==> config.mk <==
export PLATFORM = sky130hd
export DESIGN_NAME = sps_selector
export DESIGN_NICKNAME = d
export VERILOG_FILES = /design/src/rtl/sps_pkg.sv /design/src/rtl/sps_range_classify.sv /design/src/rtl/sps_escalate.sv /design/src/rtl/sps_schedule.sv /design/src/rtl/sps_selector.sv
export SDC_FILE = /design/constraint.sdc
export NUM_CORES = 1
export LEC_CHECK = 0
export BUFFER_PORTS_ARGS = -buffer_cell sky130_fd_sc_hd__buf_2
export CORE_ASPECT_RATIO = 0.9
export CORE_UTILIZATION = 30
export DETAILED_ROUTE_END_ITERATION = 6
export MAX_ROUTING_LAYER = met4
export SYNTH_ARGS = -nofsm -noshare
export SYNTH_HDL_FRONTEND = slang
export SYNTH_SLANG_ARGS = --single-unit
==> constraint.sdc <==
create_clock -name clk -period 3.7 [get_ports clk]
set_clock_uncertainty 0.1 [all_clocks]
set_input_delay 0.185 -clock clk [delete_from_list [all_inputs] [get_ports clk]]
set_output_delay 0.185 -clock clk [all_outputs]
set_load 0.02 [all_outputs]
==> src/rtl/sps_pkg.sv <==
// Shared types for the search pattern selector.
// Pattern codes are ordered fine to coarse; escalation relies on that order.
package sps_pkg;

    typedef enum logic [1:0] {
        PAT_FS = 2'd0,
        PAT_A3 = 2'd1,
        PAT_A2 = 2'd2,
        PAT_A1 = 2'd3
    } pat_e;

    // Next coarser pattern, saturating at the widest one.
    function automatic pat_e coarser(input pat_e p);
        logic [1:0] nxt;
        nxt = p + 2'd1;
        return (p == PAT_A1) ? PAT_A1 : pat_e'(nxt);
    endfunction

endpackage

==> src/rtl/sps_range_classify.sv <==
// Classifies a neighbour vector into a range tier by component magnitude.
// Assumes the tiers are nested (each tier wider than the one before it in both axes).
// A vector is in a tier only when both |dx| and |dy| are within its limits.
module sps_range_classify
    import sps_pkg::*;
#(
    parameter int MV_W      = 8,
    parameter int TIER_X[3] = '{8, 16, 24},
    parameter int TIER_Y[3] = '{4, 8, 12}
) (
    input  logic signed [MV_W-1:0] dx,
    input  logic signed [MV_W-1:0] dy,
    output pat_e                   range_pat
);
    localparam int MAG_W = MV_W + 1;

    logic [MAG_W-1:0] mag_x;
    logic [MAG_W-1:0] mag_y;
    logic [2:0]       in_tier;

    // Magnitudes one bit wider so the most negative value does not wrap.
    always_comb begin
        mag_x = dx[MV_W-1] ? ({1'b0, ~dx} + MAG_W'(1)) : {1'b0, dx};
        mag_y = dy[MV_W-1] ? ({1'b0, ~dy} + MAG_W'(1)) : {1'b0, dy};
    end

    // One membership test per tier, both axes required.
    for (genvar g = 0; g < 3; g++) begin : g_tier
        assign in_tier[g] = (mag_x <= MAG_W'(TIER_X[g])) &&
                            (mag_y <= MAG_W'(TIER_Y[g]));
    end

    // Innermost tier wins.
    always_comb begin
        if (in_tier[0])      range_pat = PAT_FS;
        else if (in_tier[1]) range_pat = PAT_A3;
        else if (in_tier[2]) range_pat = PAT_A2;
        else                 range_pat = PAT_A1;
    end

    // the innermost tier implies the next one (nesting assumption).
    always_comb begin
        if (in_tier[0]) assert (in_tier[1] && in_tier[2]);
    end
endmodule

==> src/rtl/sps_escalate.sv <==
// Applies the neighbour-presence and SAD-trust rules on top of the range tier.
// Assumes prev_pattern carries a code from the same encoding as the output.
module sps_escalate
    import sps_pkg::*;
#(
    parameter int SAD_W = 16
) (
    input  logic             left_valid,
    input  logic [SAD_W-1:0] nb_sad,
    input  logic [SAD_W-1:0] sad_limit,
    input  logic [1:0]       prev_pattern,
    input  pat_e             range_pat,
    output pat_e             choice
);
    // Priority: no neighbour, then untrusted SAD, then vector size.
    always_comb begin
        if (!left_valid)               choice = PAT_A1;
        else if (nb_sad > sad_limit)   choice = coarser(pat_e'(prev_pattern));
        else                           choice = range_pat;
    end
endmodule

==> src/rtl/sps_schedule.sv <==
// Maps a pattern code to its step schedule and cycle budget.
// Step slot g sits at bits [g*W +: W]; unused slots read zero.
module sps_schedule
    import sps_pkg::*;
#(
    parameter int RNG_W      = 7,
    parameter int SP_W       = 3,
    parameter int CYC_W      = 10,
    parameter int FS_RX      = 10,
    parameter int FS_RY      = 5,
    parameter int A3_RX[3]   = '{16, 4, 2},
    parameter int A3_RY[3]   = '{8, 4, 2},
    parameter int A2_RX[3]   = '{24, 8, 2},
    parameter int A2_RY[3]   = '{12, 4, 2},
    parameter int A1_RX[3]   = '{48, 8, 2},
    parameter int A1_RY[3]   = '{24, 8, 2},
    parameter int STEP_SP[3] = '{4, 2, 1},
    parameter int FS_CYC     = 275,
    parameter int A3_CYC     = 380,
    parameter int A2_CYC     = 357,
    parameter int A1_CYC     = 633
) (
    input  pat_e               pat,
    output logic [1:0]         steps,
    output logic [3*RNG_W-1:0] rx,
    output logic [3*RNG_W-1:0] ry,
    output logic [3*SP_W-1:0]  sp,
    output logic [CYC_W-1:0]   budget
);
    // Step count and budget per pattern.
    always_comb begin
        unique case (pat)
            PAT_FS: begin steps = 2'd1; budget = CYC_W'(FS_CYC); end
            PAT_A3: begin steps = 2'd3; budget = CYC_W'(A3_CYC); end
            PAT_A2: begin steps = 2'd3; budget = CYC_W'(A2_CYC); end
            default: begin steps = 2'd3; budget = CYC_W'(A1_CYC); end
        endcase
    end

    // One slot per step: reach and spacing.
    for (genvar g = 0; g < 3; g++) begin : g_step
        logic [RNG_W-1:0] rx_g;
        logic [RNG_W-1:0] ry_g;
        logic [SP_W-1:0]  sp_g;

        // Slot contents for the chosen pattern.
        always_comb begin
            unique case (pat)
                PAT_FS: begin
                    rx_g = (g == 0) ? RNG_W'(FS_RX) : '0;
                    ry_g = (g == 0) ? RNG_W'(FS_RY) : '0;
                    sp_g = (g == 0) ? SP_W'(STEP_SP[2]) : '0;
                end
                PAT_A3: begin
                    rx_g = RNG_W'(A3_RX[g]);
                    ry_g = RNG_W'(A3_RY[g]);
                    sp_g = SP_W'(STEP_SP[g]);
                end
                PAT_A2: begin
                    rx_g = RNG_W'(A2_RX[g]);
                    ry_g = RNG_W'(A2_RY[g]);
                    sp_g = SP_W'(STEP_SP[g]);
                end
                default: begin
                    rx_g = RNG_W'(A1_RX[g]);
                    ry_g = RNG_W'(A1_RY[g]);
                    sp_g = SP_W'(STEP_SP[g]);
                end
            endcase
        end

        assign rx[g*RNG_W +: RNG_W] = rx_g;
        assign ry[g*RNG_W +: RNG_W] = ry_g;
        assign sp[g*SP_W  +: SP_W]  = sp_g;
    end
endmodule

==> src/rtl/sps_selector.sv <==
// Top of the adaptive search pattern selector.
// Samples the neighbour data on start, registers the decision and schedule,
// and raises dec_valid for the one following cycle. Outputs hold between strobes.
// Assumes a synchronous active-low reset.
module sps_selector
    import sps_pkg::*;
#(
    parameter int MV_W  = 8,
    parameter int SAD_W = 16,
    parameter int RNG_W = 7,
    parameter int SP_W  = 3,
    parameter int CYC_W = 10
) (
    input  logic                     clk,
    input  logic                     rst_n,
    input  logic                     start,
    input  logic                     left_valid,
    input  logic signed [MV_W-1:0]   nb_dx,
    input  logic signed [MV_W-1:0]   nb_dy,
    input  logic [SAD_W-1:0]         nb_sad,
    input  logic [SAD_W-1:0]         sad_limit,
    input  logic [1:0]               prev_pattern,
    output logic                     dec_valid,
    output logic [1:0]               pattern,
    output logic [1:0]               step_count,
    output logic [3*RNG_W-1:0]       step_rx,
    output logic [3*RNG_W-1:0]       step_ry,
    output logic [3*SP_W-1:0]        step_sp,
    output logic [CYC_W-1:0]         cycle_budget
);
    pat_e               range_pat;
    pat_e               choice;
    logic [1:0]         nx_steps;
    logic [3*RNG_W-1:0] nx_rx;
    logic [3*RNG_W-1:0] nx_ry;
    logic [3*SP_W-1:0]  nx_sp;
    logic [CYC_W-1:0]   nx_budget;

    sps_range_classify #(.MV_W(MV_W)) u_classify (
        .dx        (nb_dx),
        .dy        (nb_dy),
        .range_pat (range_pat)
    );

    sps_escalate #(.SAD_W(SAD_W)) u_escalate (
        .left_valid   (left_valid),
        .nb_sad       (nb_sad),
        .sad_limit    (sad_limit),
        .prev_pattern (prev_pattern),
        .range_pat    (range_pat),
        .choice       (choice)
    );

    sps_schedule #(.RNG_W(RNG_W), .SP_W(SP_W), .CYC_W(CYC_W)) u_schedule (
        .pat    (choice),
        .steps  (nx_steps),
        .rx     (nx_rx),
        .ry     (nx_ry),
        .sp     (nx_sp),
        .budget (nx_budget)
    );

    // Decision register: loads on start, pulses valid once.
    always_ff @(posedge clk) begin
        if (!rst_n) begin
            dec_valid    <= 1'b0;
            pattern      <= 2'd0;
            step_count   <= 2'd0;
            step_rx      <= '0;
            step_ry      <= '0;
            step_sp      <= '0;
            cycle_budget <= '0;
        end else begin
            dec_valid <= start;
            if (start) begin
                pattern      <= choice;
                step_count   <= nx_steps;
                step_rx      <= nx_rx;
                step_ry      <= nx_ry;
                step_sp      <= nx_sp;
                cycle_budget <= nx_budget;
            end
        end
    end

    // a strobe yields valid on the next cycle.
    p_valid_after_start_r8: assert property (@(posedge clk) disable iff (!rst_n)
        start |=> dec_valid);

    // no strobe, no valid.
    p_no_spurious_valid_r8: assert property (@(posedge clk) disable iff (!rst_n)
        !start |=> !dec_valid);

    // missing neighbour forces the widest pattern.
    p_no_left_widest_r1: assert property (@(posedge clk) disable iff (!rst_n)
        (start && !left_valid) |=> (pattern == 2'd3));

    // an untrusted SAD never lands finer than the previous pattern.
    p_escalate_coarser_r2: assert property (@(posedge clk) disable iff (!rst_n)
        (start && left_valid && (nb_sad > sad_limit)) |=>
            ((pattern > $past(prev_pattern)) || (pattern == 2'd3)));

    // outputs hold without a strobe.
    p_hold_between_r9: assert property (@(posedge clk) disable iff (!rst_n)
        !start |=> ($stable(pattern) && $stable(cycle_budget) && $stable(step_rx)));

    // the small full search is a single step.
    p_fs_one_step_r6: assert property (@(posedge clk) disable iff (!rst_n)
        (dec_valid && pattern == 2'd0) |-> (step_count == 2'd1));
endmodule

**Word level (Yosys, flattened, before mapping)**

Index checks and enable logic that the tools add are counted.

- Add/sub/neg operators: 3
- Eq/ne operators: 3
- Bitwise logic cells: 2
- Multiplexer cells: 18
- Reduce and logical (&&, ||, !) cells: 5
- Magnitude comparators: 7

Operator list:

| kind | number |
|---|---|
| 10-bit one-hot mux with 3 select lines | 1 |
| 9-bit by 4-bit <= comparator with 1-bit output, second input constant | 3 |
| 8-bit by 1-bit adder with 9-bit output, second input constant | 2 |
| 9-bit by 5-bit <= comparator with 1-bit output, second input constant | 2 |
| 9-bit two-way mux | 2 |
| 6-bit one-hot mux with 3 select lines | 1 |
| 16-bit greater-than comparator | 1 |
| 2-bit two-way mux | 8 |
| 8-bit NOT | 2 |
| 4-bit one-hot mux with 2 select lines | 2 |
| 5-bit one-hot mux with 3 select lines | 1 |
| 9-bit by 3-bit <= comparator with 1-bit output, second input constant | 1 |
| 2-bit equality test, second input constant | 2 |
| 1-bit logical AND | 3 |
| 3-bit two-way mux | 1 |
| 2-bit by 1-bit adder with 2-bit output, second input constant | 1 |
| 2-bit by 1-bit equality test with 1-bit output, second input constant | 1 |
| 2-bit logical NOT | 1 |
| 1-bit two-way mux | 2 |
| 2-bit OR reduction | 1 |

- Register bits after elaboration: 66
- Bits of input ports: 54
- Word-level logic and storage cells: 45

**Depth between registers and ports, before layout**

Gate-level depths: netlist of run 1.

- Depth in word-level cells: 13
- Mapped depth: 12

**Hierarchy**

From an unflattened synthesis of run 1, not the netlist that was laid out.

- Cell total of the unflattened synthesis: 425
- Area total of the unflattened synthesis: 4,038.9 µm²

Modules (own cells, without submodules):

| module | seq. area each (µm²) | area an instance (µm²) | instances | cells each |
|---|---|---|---|---|
| sps_selector | 1,321.3 | 2,534.9 | 1 | 212 |
| sps_schedule | 0.0 | 536.8 | 1 | 71 |
| sps_escalate | 0.0 | 520.5 | 1 | 71 |
| sps_range_classify | 0.0 | 446.7 | 1 | 71 |

**Worst setup path before layout of run 1**

Ideal clock, no wire load.

- Path type: input -> register
- Start point: input sad_limit[1]
- End point: register cycle_budget[2]
- Required time: 3.484 ns
- Stages: 11
- Setup time: 0.116 ns
- Data arrival time: 2.077 ns
- Slack: 1.407 ns
- Cell sequence: inv_1 > ha_1 > nor2b_1 > o211ai_1 > a2111o_1 > o211a_2 > nor2_4 > mux2i_4 > ha_1 > mux2i_1 > nor2b_1

- Word-level cells in the longest chain between the ends: 5

RTL lines:

| what | RTL line | text |
|---|---|---|
| start: declaration | sps_selector.sv:21 | `input logic [SAD_W-1:0] sad_limit,` |
| 16-bit greater-than comparator (*) | sps_escalate.sv:18 | `else if (nb_sad > sad_limit) choice = coarser(pat_e'(prev_pattern));` |
| 2-bit two-way mux (*) | sps_escalate.sv:18 |  |
| 2-bit two-way mux (*) | sps_escalate.sv:17 | `if (!left_valid) choice = PAT_A1;` |
| 2-bit equality test (tied with other cells) | sps_schedule.sv:32 | `unique case (pat)` |
| 10-bit one-hot mux with 3 select lines (*) | sps_schedule.sv:32 |  |
| named net nx_budget[2] | sps_selector.sv:37 | `logic [CYC_W-1:0] nx_budget;` |
| end signal: assignment | sps_selector.sv:81 | `cycle_budget <= nx_budget;` |
| end: declaration | sps_selector.sv:29 | `output logic [CYC_W-1:0] cycle_budget` |

The timed path passes the listed nets; every way through them passes the cells marked *.
A chain may end at the register's enable or synchronous reset.

**Worst setup path after layout of run 1**

Same ends and word-level chain as after synthesis.

==> run metrics, run 1 <==
Syn Area/Cell 8.06 sq um; IR Drop Worst-Case VDD 0.134 mV; count of flip-flops with a built-in enable after synthesis 0; Hold Violations, Final 0; fraction of layout cells with a size suffix above 1 35.4%; number of ports placed on the die boundary 120; H-tree level count 1; Floorplan Core Area 0.00532 sq mm; Critical Path Fanout Max 6; hold slack final 0.174 ns; Post-DP HPWL 2830 microns; die outline area 0.00592 sq mm; setup repair after global routing missed its margin false; cts bufs inserted 3; highest clock rate 0.443 GHz; period utilization 61.0%; RD Place Congestion 0.779; Total GRT Usage 11.4%; Cell variety after synth 50; maximum buffer depth of the clock tree 2; DRT iter0 DRCs 18; leakage dissipation 1.09 nW; required time of the critical path 3.74 ns; endpoint kind of the worst setup timing path flip-flop; setup TNS 0 ns; number of detailed-route iterations in the first pass 4; overall die width 81.0 microns; number of max-slew violations in the final report 0; Worst Path Class, Setup in -> reg; Synth Register Bits 14; TritonCTS clock tree built; initial core utilization 31.7%; WL final 3350 microns; Vias per Instance 4.30; Arr. time, crit path 2.29 ns; netlist area before placement 0.00169 sq mm; total number of nets in the final design 351; maxcap violations 0; quantity of hold-fixing buffers added after cts 0; setup repair bufs after CTS 0; cell count after synthesis 209; n_diodes 0; remaining number of nets flagged by the antenna check after routing 0; number of antenna violations at the first check in global routing 0; synthesis-to-finish area growth 15.5%; CP Launch Type primary input; min Tclk post-route 2.26 ns; global-route wire length before repair 5250 microns; buffer type at the clock tree root sky130_fd_sc_hd__clkbuf_8; kind of path behind the tightest hold check in -> reg; headroom to the max-slew limit 59.5%; Setup violations, final 0; Vias 1465; Die H 73.1 microns; total of warnings raised by yosys 0; Tightest Pin Transition 0.602 ns; remaining global-route overflow 0; number of rows created at floorplan 25; clock latency on the worst-skew pair 0.24 ns; post-detailed-route DRC marker count 0; result of the run complete, no violations; Reg clk slew, reported paths 0.05 ns; detail-routed net length per standard cell 9.84 microns; fraction of the yosys area taken by sequential cells 16.6%; share of flip-flops with an asynchronous set or reset 0%; Main synth FF type sky130_fd_sc_hd__dfxtp_1; via count of the first global-routing pass 1218; pin count of the biggest net entering global routing 23; number of input and output port buffers inserted 85; number of clock sinks 14; power density cells 251 mW/mm^2; Resized cells post-CTS 0
==> stage by stage <==
step           total power, W  utilization (%)  cell area (sq um)  cells  setup slack (ns)
3_3_place_gp         0.000368             35.8               1910    338              1.14
6_report             0.000489             36.6               1950    341              1.44
5_1_grt              0.000523             36.6               1950    341              1.21
3_5_place_dp         0.000370             35.8               1910    338              1.14
4_1_cts              0.000494             36.6               1950    341              1.42
2_1_floorplan        0.000346                -               1810    242              1.41
==> state kept, by name, summed over array words and instances (netlist names) <==
signal / cells
cycle_budget: 6
pattern: 2
step_rx: 2
step_ry: 2
dec_valid: 1
step_count: 1
==> cell families (layout without fill, tap and decap cells) <==
logic type / count (synthesis) / in the layout / synth area share [%]
xor+xnor: 2 / 2 / 1.04
compound gates: 47 / 47 / 19.2
flops: 14 / 14 / 16.6
other cells: 1 / 34 / 0.223
mux: 5 / 5 / 3.71
simple gates: 39 / 39 / 13.7
fa+ha+maj: 21 / 21 / 15.6
buf+inv: 80 / 112 / 29.8
==> worst max-delay path, cell delays in order <==
cell and delay, ns:
sky130_fd_sc_hd__buf_2 0.07, sky130_fd_sc_hd__inv_1 0.03, sky130_fd_sc_hd__ha_1 0.28, sky130_fd_sc_hd__nor2b_1 0.12, sky130_fd_sc_hd__o211ai_1 0.09, sky130_fd_sc_hd__a2111o_1 0.38
sky130_fd_sc_hd__o211a_2 0.17, sky130_fd_sc_hd__nor2_4 0.18, sky130_fd_sc_hd__mux2i_4 0.33, sky130_fd_sc_hd__ha_1 0.28, sky130_fd_sc_hd__mux2i_1 0.13, sky130_fd_sc_hd__nor2b_1 0.06
==> power by group <==
group | switching [W] | leakage [nW] | internal, W | total [W]
combinational | 0.000126 | 0.956 | 0.0000736 | 0.000199
sequential | 0.00000625 | 0.116 | 0.000160 | 0.000166
clock | 0.0000511 | 0.0216 | 0.0000720 | 0.000123
total | 0.000183 | 1.09 | 0.000306 | 0.000489
==> final timing paths <==
check,endpoint,cells after the start,startpoint,slack (ns)
hold reg to reg,step_count[0],1,step_count[0],0.35
setup / recovery,cycle_budget[2],12,sad_limit[1],1.44
hold / removal,step_count[0],2,rst_n,0.17
setup reg to reg,cycle_budget[1],3,cycle_budget[1],2.87
==> Yosys cell counts, types with 3 or more instances <==
cell	instances	share of area (%)
sky130_fd_sc_hd__o41ai_1	3	1.6
sky130_fd_sc_hd__nand2_1	7	1.6
sky130_fd_sc_hd__nor3_1	3	0.89
sky130_fd_sc_hd__mux2i_1	4	2.4
sky130_fd_sc_hd__ha_1	21	16
sky130_fd_sc_hd__a21oi_1	13	3.9
sky130_fd_sc_hd__buf_4	52	23
sky130_fd_sc_hd__inv_1	22	4.9
sky130_fd_sc_hd__nand3_1	5	1.5
sky130_fd_sc_hd__dfxtp_1	14	17
sky130_fd_sc_hd__a31oi_1	3	1.1
sky130_fd_sc_hd__o21ai_0	9	2.7
sky130_fd_sc_hd__nand4_1	5	1.9
sky130_fd_sc_hd__nor2b_1	5	1.9
==> cells in the final DEF, fill, tap and decap left out, types with 2 or more instances in the layout <==
cell,count
sky130_fd_sc_hd__conb_1,34
sky130_fd_sc_hd__nand2_1,7
sky130_fd_sc_hd__nor2b_1,5
sky130_fd_sc_hd__clkbuf_8,3
sky130_fd_sc_hd__ha_1,21
sky130_fd_sc_hd__mux2i_1,4
sky130_fd_sc_hd__nand4_1,5
sky130_fd_sc_hd__or4_1,2
sky130_fd_sc_hd__and2_1,2
sky130_fd_sc_hd__nand3_1,5
sky130_fd_sc_hd__buf_2,85
sky130_fd_sc_hd__inv_2,2
sky130_fd_sc_hd__dfxtp_1,14
sky130_fd_sc_hd__o21ai_1,2
sky130_fd_sc_hd__nor3_1,3
sky130_fd_sc_hd__a31oi_1,3
sky130_fd_sc_hd__o41ai_1,3
sky130_fd_sc_hd__o21ai_0,9
sky130_fd_sc_hd__o211ai_1,2
sky130_fd_sc_hd__a21oi_1,13
sky130_fd_sc_hd__inv_1,22
sky130_fd_sc_hd__or3_1,2
==> layout make-up <==
class	instances	area, sq um
Inverter	24	90.1
Clock buffer	3	41.3
Tap cell	67	83.8
Sequential cell	14	280
Timing Repair Buffer	85	425
Fill cell	591	3370
Multi-Input combinational cell	148	1030
==> per-layer routing <==
layer / wire length, microns / vias to the layer above / GRT usage (%)
li1: - / 775 / -
met1: 1590 / 635 / 15.3
met2: 1580 / 53 / 18.0
met3: 175 / 2 / 1.88
met4: 13 / 0 / 1.79
met5: 0 / - / -
Note: power is estimated with default switching activity, not from simulation.
==> inputs of run 2 (changes only) <==
==> constraint.sdc (replaced) <==
create_clock -name clk -period 2.05 [get_ports clk]
set_clock_uncertainty 0.1 [all_clocks]
set_input_delay 0.1025 -clock clk [delete_from_list [all_inputs] [get_ports clk]]
set_output_delay 0.1025 -clock clk [all_outputs]
set_load 0.02 [all_outputs]
==> run 2 against run 1 <==
Cell area rose by 18%; die area is the same; the flow now finishes with violations (negative setup slack); sequential power is 81% higher; global-route usage is 0.55 points higher; hold slack worse by 0.076 ns; sequential cell count unchanged; routed wire length increased by 8.1%.
==> run metrics, run 2 (synthesis results as in run 1) <==
synthesis-to-finish area growth 36.7%; initial core utilization 31.7% (unchanged); Hold Violations, Final 0 (unchanged); count of cells along the worst register-to-register path 3 (unchanged); RD Place Congestion 0.705 (-9.6%); DRT iter0 DRCs 5 (-13); end of the worst hold path step_count[0]; TritonCTS clock tree built; Vias per Instance 4.41 (+2.6%); Buffers & Inverters on Critical Path 2 (unchanged); Floorplan Core Area 0.00532 sq mm (unchanged); remaining global-route overflow 0 (unchanged); quantity of hold-fixing buffers added after cts 0 (unchanged); register share of total power 31.5% (-2.5 points); period utilization 101%; setup TNS -0.0242 ns (-0.0242 ns); Setup violations, final 2 (+2); min Tclk post-route 2.07 ns; share of power burned in combinational logic 45.4% (+4.6 points); endpoint kind of the worst setup timing path flip-flop; result of the run finished with violations; largest delay contributor family on the critical path compound AO/OA/AOI/OAI gates; failing checks negative setup slack; cell with the largest stage delay on the worst path sky130_fd_sc_hd__a2111o_1; power density cells 414 mW/mm^2 (+65%); die outline area 0.00592 sq mm (unchanged); WL final 3630 microns (+8.1%); net switching power 0.000352 W (+92%); n_diodes 0 (unchanged); maxcap violations 0 (unchanged); setup repair after global routing missed its margin true; IR Drop Worst-Case VDD 0.234 mV (+74%); buffer type at the clock tree root sky130_fd_sc_hd__clkbuf_8; critical register-to-register path endpoint cycle_budget[1]; fraction of layout cells with a size suffix above 1 46.3% (+11 points); worst path setup slack after routing -0.0241 ns (-1.47 ns); global-route wire length before repair 5460 microns (+4.1%); hold path depth 2 (unchanged); hold slack final 0.0980 ns (-0.0761 ns); overall die width 81.0 microns (unchanged); switching share of power 36.8% (-0.64 points); most frequent cells in the layout sky130_fd_sc_hd__buf_2, sky130_fd_sc_hd__conb_1, sky130_fd_sc_hd__buf_4; H-tree level count 1 (unchanged); Arr. time, crit path 2.11 ns (-0.18 ns); Critical Path Fanout Max 3 (-3); Internal Pwr Total 0.000603 W (+97%); number of flip-flops in the largest register 6 (unchanged); via count of the first global-routing pass 1372 (+13%); Post-DP HPWL 2910 microns (+2.8%); detail-routed net length per standard cell 9.93 microns (+1.0%); number of input and output port buffers inserted 85 (unchanged); total number of nets in the final design 375 (+6.8%); Vias 1609 (+9.8%); kind of path behind the tightest hold check in -> reg; maximum buffer depth of the clock tree 2 (unchanged); largest reg by FF count cycle_budget; pin count of the biggest net entering global routing 23 (unchanged); biggest cell delay along the critical path 0.39 ns (about the same); required time of the critical path 2.09 ns (-1.65 ns); highest clock rate 0.482 GHz; number of detailed-route iterations in the first pass 4 (unchanged); most common cell after layout, fill and taps aside sky130_fd_sc_hd__buf_2; Reg clk slew, reported paths 0.05 ns (about the same); Total GRT Usage 11.9% (+0.55 points); fillers 560 (-5.2%); cts bufs inserted 3 (unchanged); clock network power share 23.1% (-2.1 points); number of ports placed on the die boundary 120 (unchanged); number of max-slew violations in the final report 0 (unchanged); utilization after layout 43.3% (+6.7 points); Worst Path Class, Setup in -> reg; start point of the worst hold path rst_n; minimum setup slack among reg-to-reg paths 1.20 ns (-1.67 ns); number of clock sinks 14 (unchanged); number of rows created at floorplan 25 (unchanged); Critical R2R Launch cycle_budget[1]; CP Launch Type primary input; leakage dissipation 1.23 nW (+13%); clock latency on the worst-skew pair 0.24 ns (about the same); worst path cell trace buf_8 > inv_8 > ha_4 > nor2b_4 > o211ai_1 > a2111o_1 > o211a_4 > nor2_4 > mux2i_4 > ha_1 > mux2i_1 > nor2b_1; number of antenna violations at the first check in global routing 0 (unchanged); Die H 73.1 microns (unchanged); worst setup slack after placement -0.317 ns (-1.46 ns); remaining number of nets flagged by the antenna check after routing 0 (unchanged); post-detailed-route DRC marker count 0 (unchanged)
==> run 2: cell count changes in the layout (fill, tap and decap cells not counted), sizes merged <==
cell / previous run / this run
buf: 85 / 109
==> run 2: final cells by class <==
class                           count  area (sq um)  share of cell area [%]
Multi-Input combinational cell    148          1170                    50.9
Timing Repair Buffer              109           629                    27.3
Sequential cell                    14           280                    12.2
Inverter                           24          97.6                    4.23
Tap cell                           67          83.8                    3.64
Clock buffer                        3          41.3                    1.79
==> run 2: power by group through the flow <==
stage,Combinational (W),Clock (W),Sequential [W]
after floorplan,0.000306,0,0.000326
after global placement,0.000398,0,0.000306
after detailed placement,0.000402,0,0.000307
after CTS,0.000418,0.000229,0.000301
after global routing,0.000482,0.000237,0.000303
final,0.000434,0.000221,0.000300
==> run 2: worst max-delay path by stage <==
stage | startpoint | endpoint | slack (ns) | depth (start not counted)
detailed placement | sad_limit[1] | cycle_budget[2] | -0.32 | 12
finish | sad_limit[1] | cycle_budget[2] | -0.02 | 12
floorplan | sad_limit[1] | cycle_budget[2] | -0.11 | 11
global placement | sad_limit[1] | cycle_budget[2] | -0.30 | 12
global route | sad_limit[5] | cycle_budget[2] | -0.15 | 11
CTS | sad_limit[10] | cycle_budget[2] | -0.006 | 11
==> run 2: what timing repair did <==
action                                  CTS  global route
gates resized for setup                   9            10
buffers inserted                          0             1
cloned                                    0             0
endpoints found under the setup margin    4             6
pin swaps                                 2             9
==> run 2: worst register-to-register path: stages (launching register included) <==
cell                      delay, ns
sky130_fd_sc_hd__dfxtp_1       0.41
sky130_fd_sc_hd__nand2_1       0.08
sky130_fd_sc_hd__o41ai_1       0.05
sky130_fd_sc_hd__and2_1        0.15
==> run 2: per-layer routing <==
| metal | wire, microns | track usage [%] |
|---|---|---|
| met1 | 1560 | 12.8 |
| met2 | 1810 | 22.6 |
| met3 | 229 | 1.75 |
| met4 | 26 | 2.98 |
| met5 | 0 | - |
==> run 2: stage by stage <==
stage	area, sq um	std cells	total power (W)
6_report	2300	365	0.000955
3_3_place_gp	2120	361	0.000704
2_1_floorplan	1860	242	0.000632
5_1_grt	2300	365	0.00102
3_5_place_dp	2120	361	0.000708
4_1_cts	2230	364	0.000949
==> inputs of run 3 (changes only) <==
--- a/config.mk
+++ b/config.mk
@@ -5,10 +5,11 @@
 export SDC_FILE = /design/constraint.sdc
 export NUM_CORES = 1
 export LEC_CHECK = 0
-export BUFFER_PORTS_ARGS = -buffer_cell sky130_fd_sc_hd__buf_2
+export CAP_MARGIN = 20
 export CORE_ASPECT_RATIO = 0.9
 export CORE_UTILIZATION = 30
 export DETAILED_ROUTE_END_ITERATION = 6
+export DONT_BUFFER_PORTS = 1
 export MAX_ROUTING_LAYER = met4
 export SYNTH_ARGS = -nofsm -noshare
 export SYNTH_HDL_FRONTEND = slang
==> run 3 against run 2 <==
The flow finishes with violations (negative hold slack, negative setup slack); highest routed layer unchanged; sequential share of layout area rose by 1.4 points; via count is 18% lower; utilization fell by 4.2 points; sequential power is 7.0% higher; clock-buffer cell count is 1 higher; cell count is 22% lower.
==> run metrics, run 3 (synthesis results as in run 1) <==
detail-routed net length per standard cell 12.1 microns (+22%); global-route wire length before repair 4870 microns (-11%); overall die width 81.0 microns (unchanged); most frequent cells in the layout sky130_fd_sc_hd__conb_1, sky130_fd_sc_hd__buf_4, sky130_fd_sc_hd__ha_4; largest reg by FF count cycle_budget; min Tclk post-route 2.07 ns (-0.00546 ns); clock latency on the worst-skew pair 0.24 ns (about the same); cts bufs inserted 3 (unchanged); remaining global-route overflow 0 (unchanged); IR Drop Worst-Case VDD 0.358 mV (+53%); failing checks negative hold slack, negative setup slack; worst path setup slack after routing -0.0186 ns (+0.00546 ns); buffer type at the clock tree root sky130_fd_sc_hd__clkbuf_8; DRT iter0 DRCs 9 (+4); placed cell count 273 (-24%); number of detailed-route iterations in the first pass 4 (unchanged); Reg clk slew, reported paths 0.06 ns (about the same); required time of the critical path 2.09 ns (about the same); Die H 73.1 microns (unchanged); hold path depth 2 (unchanged); fraction of layout cells with a size suffix above 1 34.2% (-12 points); n_diodes 0 (unchanged); count of cells along the worst register-to-register path 2 (-1); remaining number of nets flagged by the antenna check after routing 0 (unchanged); Hold Violations, Final 2 (+2); Tightest Pin Transition 0.588 ns; TritonCTS clock tree built; Critical Path Fanout Max 5 (+2); worst setup slack after placement -0.324 ns (-0.00699 ns); via count of the first global-routing pass 1131 (-18%); most common cell after layout, fill and taps aside sky130_fd_sc_hd__conb_1; maximum buffer depth of the clock tree 2 (unchanged); maxcap violations 0 (unchanged); Floorplan Core Area 0.00532 sq mm (unchanged); Post-DP HPWL 2580 microns (-11%); fillers 548 (-2.1%); highest clock rate 0.483 GHz (+0.26%); Arr. time, crit path 2.11 ns (about the same); post-detailed-route DRC marker count 0 (unchanged); Total GRT Usage 10.7% (-1.2 points); Vias per Instance 4.63 (+5.1%); synthesis-to-finish area growth 23.5%; H-tree level count 1 (unchanged); number of flip-flops in the largest register 6 (unchanged); endpoint kind of the worst setup timing path flip-flop; result of the run finished with violations; final cell count without fillers 286 (-22%); number of max-slew violations in the final report 0 (unchanged); Setup violations, final 1 (-1); post-route total power 0.000945 W (-1.1%); CP Launch Type primary input; pin count of the biggest net entering global routing 23 (unchanged); RD Place Congestion 0.723 (+2.6%); WL final 3470 microns (-4.4%); number of antenna violations at the first check in global routing 0 (unchanged); number of input and output port buffers inserted 0 (-100%); Worst Path Class, Setup in -> reg; number of ports placed on the die boundary 120 (unchanged); hold slack final -0.0113 ns (-0.109 ns); setup repair after global routing missed its margin true; period utilization 101% (-0.27 points); kind of path behind the tightest hold check in -> reg; leakage dissipation 0.903 nW (-27%); power density cells 454 mW/mm^2 (+9.6%); die outline area 0.00592 sq mm (unchanged); Vias 1325 (-18%); number of rows created at floorplan 25 (unchanged); number of clock sinks 14 (unchanged); headroom to the max-slew limit 60.7%; total number of nets in the final design 295 (-21%); initial core utilization 31.7% (unchanged)
==> run 3: changes by cell type in the layout (fill, tap and decap cells not counted), moves of 2 or more <==
cell / before / now
sky130_fd_sc_hd__clkinvlp_4: 0 / 2
sky130_fd_sc_hd__inv_1: 18 / 8
sky130_fd_sc_hd__buf_2: 83 / 0
sky130_fd_sc_hd__dlygate4sd3_1: 0 / 4
sky130_fd_sc_hd__inv_2: 5 / 12
sky130_fd_sc_hd__buf_12: 0 / 2
sky130_fd_sc_hd__ha_1: 12 / 5
sky130_fd_sc_hd__ha_4: 9 / 16
sky130_fd_sc_hd__buf_6: 3 / 0
==> run 3: worst max-delay path, cell delays in order <==
cell and delay [ns]:
sky130_fd_sc_hd__inv_2 0.03, sky130_fd_sc_hd__ha_4 0.25, sky130_fd_sc_hd__nand4_1 0.13, sky130_fd_sc_hd__a2111o_1 0.44, sky130_fd_sc_hd__o211a_4 0.16, sky130_fd_sc_hd__nor2_4 0.18, sky130_fd_sc_hd__mux2i_4 0.34, sky130_fd_sc_hd__ha_1 0.28
sky130_fd_sc_hd__mux2i_1 0.13, sky130_fd_sc_hd__nor2b_1 0.06
==> run 3: timing repair <==
action                                  CTS  global route
pin swaps                                 1            26
hold buffers                              3             1
buffers inserted                          0             5
endpoints found under the setup margin    2             6
hold endpoints to repair                 14            11
gates resized for setup                   2            36
==> run 3: layer usage <==
metal	share of wire [%]	wire length (microns)	track usage, %	vias up
li1	-	-	-	666
met1	42	1440	12.9	600
met2	51	1760	17.9	57
met3	7.3	253	3.62	2
met4	0.23	8	1.19	0
met5	0	0	-	-
==> run 3: worst paths after layout <==
path | end | slack (ns) | startpoint
worst max-delay path | cycle_budget[2] | -0.02 | sad_limit[6]
worst min-delay path | cycle_budget[4] | -0.01 | start
worst max register to register | step_count[0] | 0.74 | step_count[0]
worst min register to register | cycle_budget[6] | 0.41 | cycle_budget[6]
==> run 3: report_power, final <==
group | total (W) | switching [W] | internal [W] | leakage [nW]
clock | 0.000265 | 0.0000950 | 0.000170 | 0.0288
combinational | 0.000358 | 0.000202 | 0.000156 | 0.758
sequential | 0.000321 | 0.0000319 | 0.000289 | 0.116
total | 0.000945 | 0.000329 | 0.000616 | 0.903
==> run 3: layout make-up <==
| cell class | count | area [sq um] | area share, % |
|---|---|---|---|
| tap | 67 | 83.8 | 4.03 |
| sequential | 14 | 282 | 13.5 |
| clock buffer | 4 | 55.1 | 2.65 |
| timing repair buffer | 29 | 253 | 12.1 |
| inverter | 24 | 110 | 5.29 |
| multi-input combinational | 148 | 1300 | 62.4 |
==> run 3: stage by stage <==
step	instance area [sq um]	utilization (%)	TNS, ns
global placement	1690	31.8	-1.79
finish	2080	39.1	-0.0186
detailed placement	1690	31.8	-1.73
CTS	1800	33.8	-0.0382
floorplan	1860	-	-0.231
global route	2080	39.1	-0.241
